[src/rtl/qp_pkg.sv]
package qp_pkg;
  localparam int DW = 32;
  localparam logic [7:0] OFS_MSG_IN  = 8'h10;
  localparam logic [7:0] OFS_MSG_OUT = 8'h18;
  localparam logic [7:0] OFS_DBELL   = 8'h20;
  localparam logic [7:0] OFS_STATUS  = 8'h30;
  localparam logic [7:0] OFS_MASK    = 8'h34;
  localparam logic [7:0] OFS_IQ      = 8'h40;
  localparam logic [7:0] OFS_OQ      = 8'h44;
  localparam logic [DW-1:0] EMPTY_WORD = '1;

  typedef struct packed {
    logic          host;
    logic [DW-1:0] addr;
  } handle_dec_t;

  // bit 31 tags host memory; low 27 bits are a 32-byte granule index
  function automatic handle_dec_t decode_handle(input logic [DW-1:0] h);
    handle_dec_t d;
    d.host = h[DW-1];
    d.addr = h[DW-1] ? {h[DW-6:0], 5'b00000} : h;
    return d;
  endfunction
endpackage

[src/rtl/qp_fifo.sv]
module qp_fifo #(
  parameter int DEPTH = 32,
  parameter int W     = 32
) (
  input  logic         clk,
  input  logic         rst_n,
  input  logic         push,
  input  logic [W-1:0] din,
  input  logic         pop,
  output logic [W-1:0] dout,
  output logic         empty,
  output logic         full,
  output logic         drop
);
  localparam int AW = $clog2(DEPTH);
  localparam int CW = AW + 1;

  logic [W-1:0]  mem [DEPTH];
  logic [AW-1:0] wp, rp;
  logic [CW-1:0] cnt;
  logic          do_push, do_pop;

  assign empty   = (cnt == '0);
  assign full    = (cnt == CW'(DEPTH));
  assign do_push = push && !full;
  assign do_pop  = pop && !empty;
  assign drop    = push && full;
  assign dout    = mem[rp];

  function automatic logic [AW-1:0] ptr_next(input logic [AW-1:0] p);
    return (p == AW'(DEPTH - 1)) ? '0 : p + 1'b1;
  endfunction

  always_ff @(posedge clk) begin
    if (do_push) mem[wp] <= din;
  end

  always_ff @(posedge clk) begin
    if (!rst_n) begin
      wp  <= '0;
      rp  <= '0;
      cnt <= '0;
    end else begin
      if (do_push) wp <= ptr_next(wp);
      if (do_pop)  rp <= ptr_next(rp);
      cnt <= cnt + CW'(do_push) - CW'(do_pop);
    end
  end


  no_overflow_chk: assert property (@(posedge clk) disable iff (!rst_n)
    (push && full) |=> (cnt <= $past(cnt)));

  empty_pop_chk: assert property (@(posedge clk) disable iff (!rst_n)
    (pop && empty && !push) |=> empty);
endmodule

[src/rtl/qp_status.sv]
module qp_status #(
  parameter int DW     = 32,
  parameter int NDROP  = 3
) (
  input  logic             clk,
  input  logic             rst_n,
  input  logic [NDROP-1:0] drop_ev,
  input  logic             oq_pending,
  input  logic             stat_we,
  input  logic             mask_we,
  input  logic [DW-1:0]    wdata,
  output logic [DW-1:0]    status,
  output logic [DW-1:0]    mask,
  output logic             irq
);
  logic [NDROP-1:0] sticky;

  for (genvar i = 0; i < NDROP; i++) begin : g_sticky
    always_ff @(posedge clk) begin
      if (!rst_n)          sticky[i] <= 1'b0;
      else if (drop_ev[i]) sticky[i] <= 1'b1;
      else if (stat_we && wdata[i+1]) sticky[i] <= 1'b0;
    end
  end

  always_ff @(posedge clk) begin
    if (!rst_n)       mask <= '0;
    else if (mask_we) mask <= wdata;
  end

  assign status = {{(DW-NDROP-1){1'b0}}, sticky, oq_pending};
  assign irq    = oq_pending && !mask[0];


  sticky_set_chk: assert property (@(posedge clk) disable iff (!rst_n)
    drop_ev[0] |=> status[1]);
endmodule

[src/rtl/qp_msg_unit.sv]
module qp_msg_unit #(
  parameter int ADDR_W = 8,
  parameter int DW     = 32,
  parameter int DEPTH  = 32
) (
  input  logic              clk,
  input  logic              rst_n,
  input  logic              reg_wr,
  input  logic              reg_rd,
  input  logic [ADDR_W-1:0] reg_addr,
  input  logic [DW-1:0]     reg_wdata,
  output logic [DW-1:0]     reg_rdata,
  output logic              reg_rvalid,
  output logic              req_valid,
  input  logic              req_ready,
  output logic [DW-1:0]     req_handle,
  output logic              req_host,
  output logic [DW-1:0]     req_addr,
  input  logic              cpl_valid,
  input  logic [DW-1:0]     cpl_handle,
  output logic              irq,
  output logic [DW-1:0]     msg_in,
  output logic              msg_in_stb,
  input  logic              msg_out_we,
  input  logic [DW-1:0]     msg_out_data,
  output logic              db_stb,
  output logic [DW-1:0]     db_bits
);
  import qp_pkg::*;

  logic hit_iq, hit_oq;
  logic wr_iq, wr_oq, rd_iq, rd_oq, wr_msg, wr_db, wr_stat, wr_mask;
  assign hit_iq  = (reg_addr == ADDR_W'(OFS_IQ));
  assign hit_oq  = (reg_addr == ADDR_W'(OFS_OQ));
  assign wr_iq   = reg_wr && hit_iq;
  assign wr_oq   = reg_wr && hit_oq;
  assign rd_iq   = reg_rd && hit_iq;
  assign rd_oq   = reg_rd && hit_oq;
  assign wr_msg  = reg_wr && (reg_addr == ADDR_W'(OFS_MSG_IN));
  assign wr_db   = reg_wr && (reg_addr == ADDR_W'(OFS_DBELL));
  assign wr_stat = reg_wr && (reg_addr == ADDR_W'(OFS_STATUS));
  assign wr_mask = reg_wr && (reg_addr == ADDR_W'(OFS_MASK));

  logic [DW-1:0] free_dout, post_dout, cpl_dout;
  logic free_empty, post_empty, cpl_empty;
  logic free_full, post_full, cpl_full;
  logic free_drop, post_drop, cpl_drop;

  qp_fifo #(.DEPTH(DEPTH), .W(DW)) u_free (
    .clk(clk), .rst_n(rst_n), .push(wr_oq), .din(reg_wdata), .pop(rd_iq),
    .dout(free_dout), .empty(free_empty), .full(free_full), .drop(free_drop));

  qp_fifo #(.DEPTH(DEPTH), .W(DW)) u_post (
    .clk(clk), .rst_n(rst_n), .push(wr_iq), .din(reg_wdata),
    .pop(req_valid && req_ready),
    .dout(post_dout), .empty(post_empty), .full(post_full), .drop(post_drop));

  qp_fifo #(.DEPTH(DEPTH), .W(DW)) u_cpl (
    .clk(clk), .rst_n(rst_n), .push(cpl_valid), .din(cpl_handle), .pop(rd_oq),
    .dout(cpl_dout), .empty(cpl_empty), .full(cpl_full), .drop(cpl_drop));

  logic [DW-1:0] status, mask;
  qp_status #(.DW(DW), .NDROP(3)) u_status (
    .clk(clk), .rst_n(rst_n), .drop_ev({cpl_drop, post_drop, free_drop}),
    .oq_pending(!cpl_empty), .stat_we(wr_stat), .mask_we(wr_mask),
    .wdata(reg_wdata), .status(status), .mask(mask), .irq(irq));

  handle_dec_t dec;
  assign dec        = decode_handle(post_dout);
  assign req_valid  = !post_empty;
  assign req_handle = post_dout;
  assign req_host   = dec.host;
  assign req_addr   = dec.addr;

  logic [DW-1:0] msg_out_q;
  always_ff @(posedge clk) begin
    if (!rst_n) begin
      msg_in     <= '0;
      msg_in_stb <= 1'b0;
      msg_out_q  <= '0;
      db_stb     <= 1'b0;
      db_bits    <= '0;
    end else begin
      msg_in_stb <= wr_msg;
      if (wr_msg)     msg_in    <= reg_wdata;
      if (msg_out_we) msg_out_q <= msg_out_data;
      db_stb <= wr_db;
      if (wr_db) db_bits <= reg_wdata;
    end
  end

  logic [DW-1:0] rd_mux;
  always_comb begin
    rd_mux = '0;
    if (hit_iq)      rd_mux = free_empty ? EMPTY_WORD : free_dout;
    else if (hit_oq) rd_mux = cpl_empty ? EMPTY_WORD : cpl_dout;
    else if (reg_addr == ADDR_W'(OFS_MSG_IN))  rd_mux = msg_in;
    else if (reg_addr == ADDR_W'(OFS_MSG_OUT)) rd_mux = msg_out_q;
    else if (reg_addr == ADDR_W'(OFS_STATUS))  rd_mux = status;
    else if (reg_addr == ADDR_W'(OFS_MASK))    rd_mux = mask;
  end

  always_ff @(posedge clk) begin
    if (!rst_n) begin
      reg_rdata  <= '0;
      reg_rvalid <= 1'b0;
    end else begin
      reg_rvalid <= reg_rd;
      if (reg_rd) reg_rdata <= rd_mux;
    end
  end


  rvalid_chk: assert property (@(posedge clk) disable iff (!rst_n)
    reg_rd |=> reg_rvalid);

  empty_read_chk: assert property (@(posedge clk) disable iff (!rst_n)
    (rd_iq && free_empty) |=> (reg_rdata == EMPTY_WORD));

  irq_pending_chk: assert property (@(posedge clk) disable iff (!rst_n)
    irq |-> !cpl_empty);

  db_pulse_chk: assert property (@(posedge clk) disable iff (!rst_n)
    wr_db |=> (db_stb && db_bits == $past(reg_wdata)));

  msg_echo_chk: assert property (@(posedge clk) disable iff (!rst_n)
    msg_out_we |=> (msg_out_q == $past(msg_out_data)));
endmodule

[config.mk]
export PLATFORM = sky130hd
export DESIGN_NAME = qp_msg_unit
export DESIGN_NICKNAME = d
export VERILOG_FILES = /design/src/rtl/qp_pkg.sv /design/src/rtl/qp_fifo.sv /design/src/rtl/qp_status.sv /design/src/rtl/qp_msg_unit.sv
export SDC_FILE = /design/constraint.sdc
export NUM_CORES = 2
export LEC_CHECK = 0
export BUFFER_PORTS_ARGS = -buffer_cell sky130_fd_sc_hd__buf_2
export CAP_MARGIN = 20
export CORE_UTILIZATION = 35
export DETAILED_ROUTE_END_ITERATION = 7
export PLACE_DENSITY_LB_ADDON = 0.15
export REMOVE_ABC_BUFFERS = 1
export SYNTH_ARGS = -nofsm -noshare
export SYNTH_HDL_FRONTEND = slang
export SYNTH_SLANG_ARGS = --single-unit
[constraint.sdc]
create_clock -name clk -period 11.64 [get_ports clk]
set_input_delay 2.328 -clock clk [delete_from_list [all_inputs] [get_ports clk]]
set_output_delay 2.328 -clock clk [all_outputs]
set_load 0.02 [all_outputs]
==> results_dict.tcl <==
set metrics [dict create \
    drv_cap 0 \
    crit_path_max_fanout 68 \
    hp-class "register to register" \
    p_leak_nw 45.1 \
    postCtsSetupRepairBufs 0 \
    drc 0 \
    finalSetupTns_ps 0 \
    num_vias 65100 \
    ctsHoldBuffers 0 \
    grtUsageTotal 0.206 \
    crit_required_ps 9310 \
    drive_gt1_frac 0.265 \
    synth-edff-count 3072 \
    avgSynthCellArea_sq_um 20.1 \
    holdPathStages 2 \
    place_congestion 0.821 \
    p_switching_mw 5.80 \
    synth_ff_type "edfxtp_1" \
    p_sw_frac 0.223 \
    utilization 0.407 \
    ys_ff_latch 3301 \
    ctsResizeCount 0 \
    cts_tree "yes" \
    hold_violations 0 \
    ys_seq_area_frac 0.755 \
    hp-start "db_bits[7]$_SDFFE_PN0P_" \
    die_w_um 608 \
    die_area_sq_um 369000 \
    cts_buffer_depth 4 \
    antenna_found_initial 44 \
    power.share.combinational 0.064 \
    finalCriticalPeriod_ps 7370 \
    fp.dieH_um 608 \
    max_freq_mhz 136 \
    nNetsFinal 7020 \
    clockPowerShare 0.432 \
    fin_skew_ps 96.4 \
    port_buffers 276 \
    stdcell_area_sq_um 148000 \
    wl_per_cell_um 32.4 \
    netlist_instances 6373 \
    clkLatencyLatePin_ps 970 \
    grt_overflow 0 \
    crit_top_cell "mux2_2" \
    ctsHtreeMaxLevel 5 \
    clkTransAtPathRegs_ps 60 \
    ff2ff_path_depth 8 \
    irDropWorstVdd_mv 0.112 \
    placed_cell_area_sq_um 137000 \
    cts_buffers 362 \
    total_power_mw 26.0 \
    finalSetupViolations 0 \
    syn_area_sq_um 128000 \
    hpwl_um 222000 \
    slowest_delay_ps 890 \
    grt_pass1_vias 66400 \
    viasPerCell 5.44 \
    p_seq_frac 0.504 \
    initial_core_util 0.353 \
    grt_pass1_wl_um 537000 \
    worst_pin_slew_ps 1130 \
    p_int_mw 20.2 \
    syn2layout_area_growth_pct 15.4 \
    whs_ps 448 \
    final_max_slew_viol_count 0 \
    worstPathCellList "buf_12 -> mux4_2 -> mux2_2 -> o22ai_1 -> a221o_1 -> buf_4 -> inv_2 -> mux2_2 -> buf_2" \
    grt_max_degree 126 \
    place_ws_ps 4990 \
    num_rows 221 \
    drt-total-wl_um 388000 \
    power_density_nw_per_um2 175 \
    rsz0062_at_grt "false" \
    yosysUniqueCellTypes 74 \
    cp_slowest_cell "dfxtp_4" \
    outcome "finished, final reports clean" \
    synth-async-reset-ratio 0 \
    core-area_sq_um 364000 \
    maxSlewHeadroom 0.250 \
    critical_path_class "register to primary output" \
    start_kind "register" \
    layout.cells.non_filler 12000 \
    ios 277 \
    drt_pass1_iterations 5 \
    end_kind "primary output" \
    cts_root_buf "clkbuf_16" \
    cts.sinks 3301 \
    drt_iter0_drc 6473 \
    period_share 0.633 \
    cp.arrival_ps 5040 \
    dp.cells 11300 \
    setup_ws_ps 4270 \
    antenna_left 0 \
    yosysWarnings 0 \
]
cell usage in the layout (no fill, tap or decap), types with 93 or more instances in the layout:
master,n
a21oi_1,93
clkbuf_16,371
clkinv_1,94
mux2i_1,413
edfxtp_1,3072
buf_2,275
a21boi_0,116
nor2_4,99
nand2_1,322
buf_4,199
dfxtp_1,216
mux4_2,688
cells in the mapped netlist (9+ instances only):
library cell | instances | area [sq um]
or3_1 | 12 | 75.1
mux4_2 | 688 | 15500
a311o_1 | 22 | 220
o211ai_1 | 20 | 150
xor2_1 | 9 | 78.8
o21ai_0 | 62 | 310
and3_1 | 13 | 81.3
ha_1 | 46 | 576
a22o_1 | 35 | 307
nand2_1 | 323 | 1210
nor2_1 | 155 | 582
nand3b_1 | 13 | 97.6
mux2_2 | 86 | 968
nor3_1 | 31 | 155
a221o_1 | 16 | 160
edfxtp_1 | 3072 | 92200
a211oi_1 | 34 | 255
a22oi_1 | 84 | 631
nor2b_1 | 72 | 450
o221ai_1 | 26 | 228
clkbuf_1 | 170 | 638
a31oi_1 | 30 | 188
inv_1 | 60 | 225
a21oi_1 | 93 | 465
and2_1 | 21 | 131
buf_1 | 29 | 109
mux2i_1 | 413 | 4130
nand3_1 | 26 | 130
a211o_1 | 12 | 105
buf_4 | 26 | 195
a21boi_0 | 116 | 871
o311ai_0 | 17 | 149
dfxtp_1 | 229 | 4580
buf_2 | 132 | 661
o22ai_1 | 26 | 163
a221oi_1 | 34 | 298
cell type report:
type	instances	area, sq um
clock buffer	464	9690
antenna	15	37.5
fill	32200	215000
timing repair buffer	488	3130
clock inverter	202	1790
inverter	65	244
tap	4794	6000
sequential	3301	96900
multi-input combinational	2642	30400
power by group through the flow:
stage / Sequential [mW] / Combinational [mW] / Clock, mW
CTS: 13.1 / 1.72 / 11.5
global route: 13.1 / 1.79 / 11.9
global placement: 13.3 / 1.69 / 0
detailed placement: 13.3 / 1.71 / 0
finish: 13.1 / 1.67 / 11.2
floorplan: 13.4 / 1.16 / 0
kinds of logic (layout without fill, tap and decap cells):
family,count (synthesis),count (layout),synth area share
compound gates,667,667,0.0377
xor+xnor,9,9,0.000614
fa+ha+maj,49,49,0.00495
buf+inv,430,1219,0.0151
flops,3301,3301,0.755
mux,1187,1187,0.160
other cells,0,15,0
simple gates,730,730,0.0266
path summary, 6_finish.rpt:
check                          endpoint  slack [ps]
max                        req_addr[27]        4270
min             db_bits[7]$_SDFFE_PN0P_         450
max reg2reg  reg_rdata[12]$_SDFFE_PN0P_        7230
min reg2reg     db_bits[7]$_SDFFE_PN0P_         450
worst max-delay path: cells and delay by family (launching register included):
family	cells	cell delay (ps)
buf+inv	4	1260
compound gates	2	760
mux	3	1150
flops	1	890
per-layer routing:
layer	wire length (um)	global-route usage
met1	161000	0.273
met2	196000	0.357
met3	22200	0.0310
met4	8830	0.0475
met5	103	0
sequential cells by signal, indices dropped and copies added (netlist names), named ones only:
name,cells
msg_out_q,32
u_post.wp,5
u_status.mask,32
u_cpl.wp,5
db_stb,1
u_cpl.cnt,6
db_bits,32
u_free.rp,5
u_cpl.rp,5
u_post.mem,1024
u_post.rp,5
msg_in_stb,1
u_cpl.mem,1024
u_free.mem,1024
u_post.cnt,6
msg_in,32
u_free.cnt,6
u_free.wp,5
reg_rvalid,1
u_status.status,3
reg_rdata,32
(Power assumes the default switching activity.)
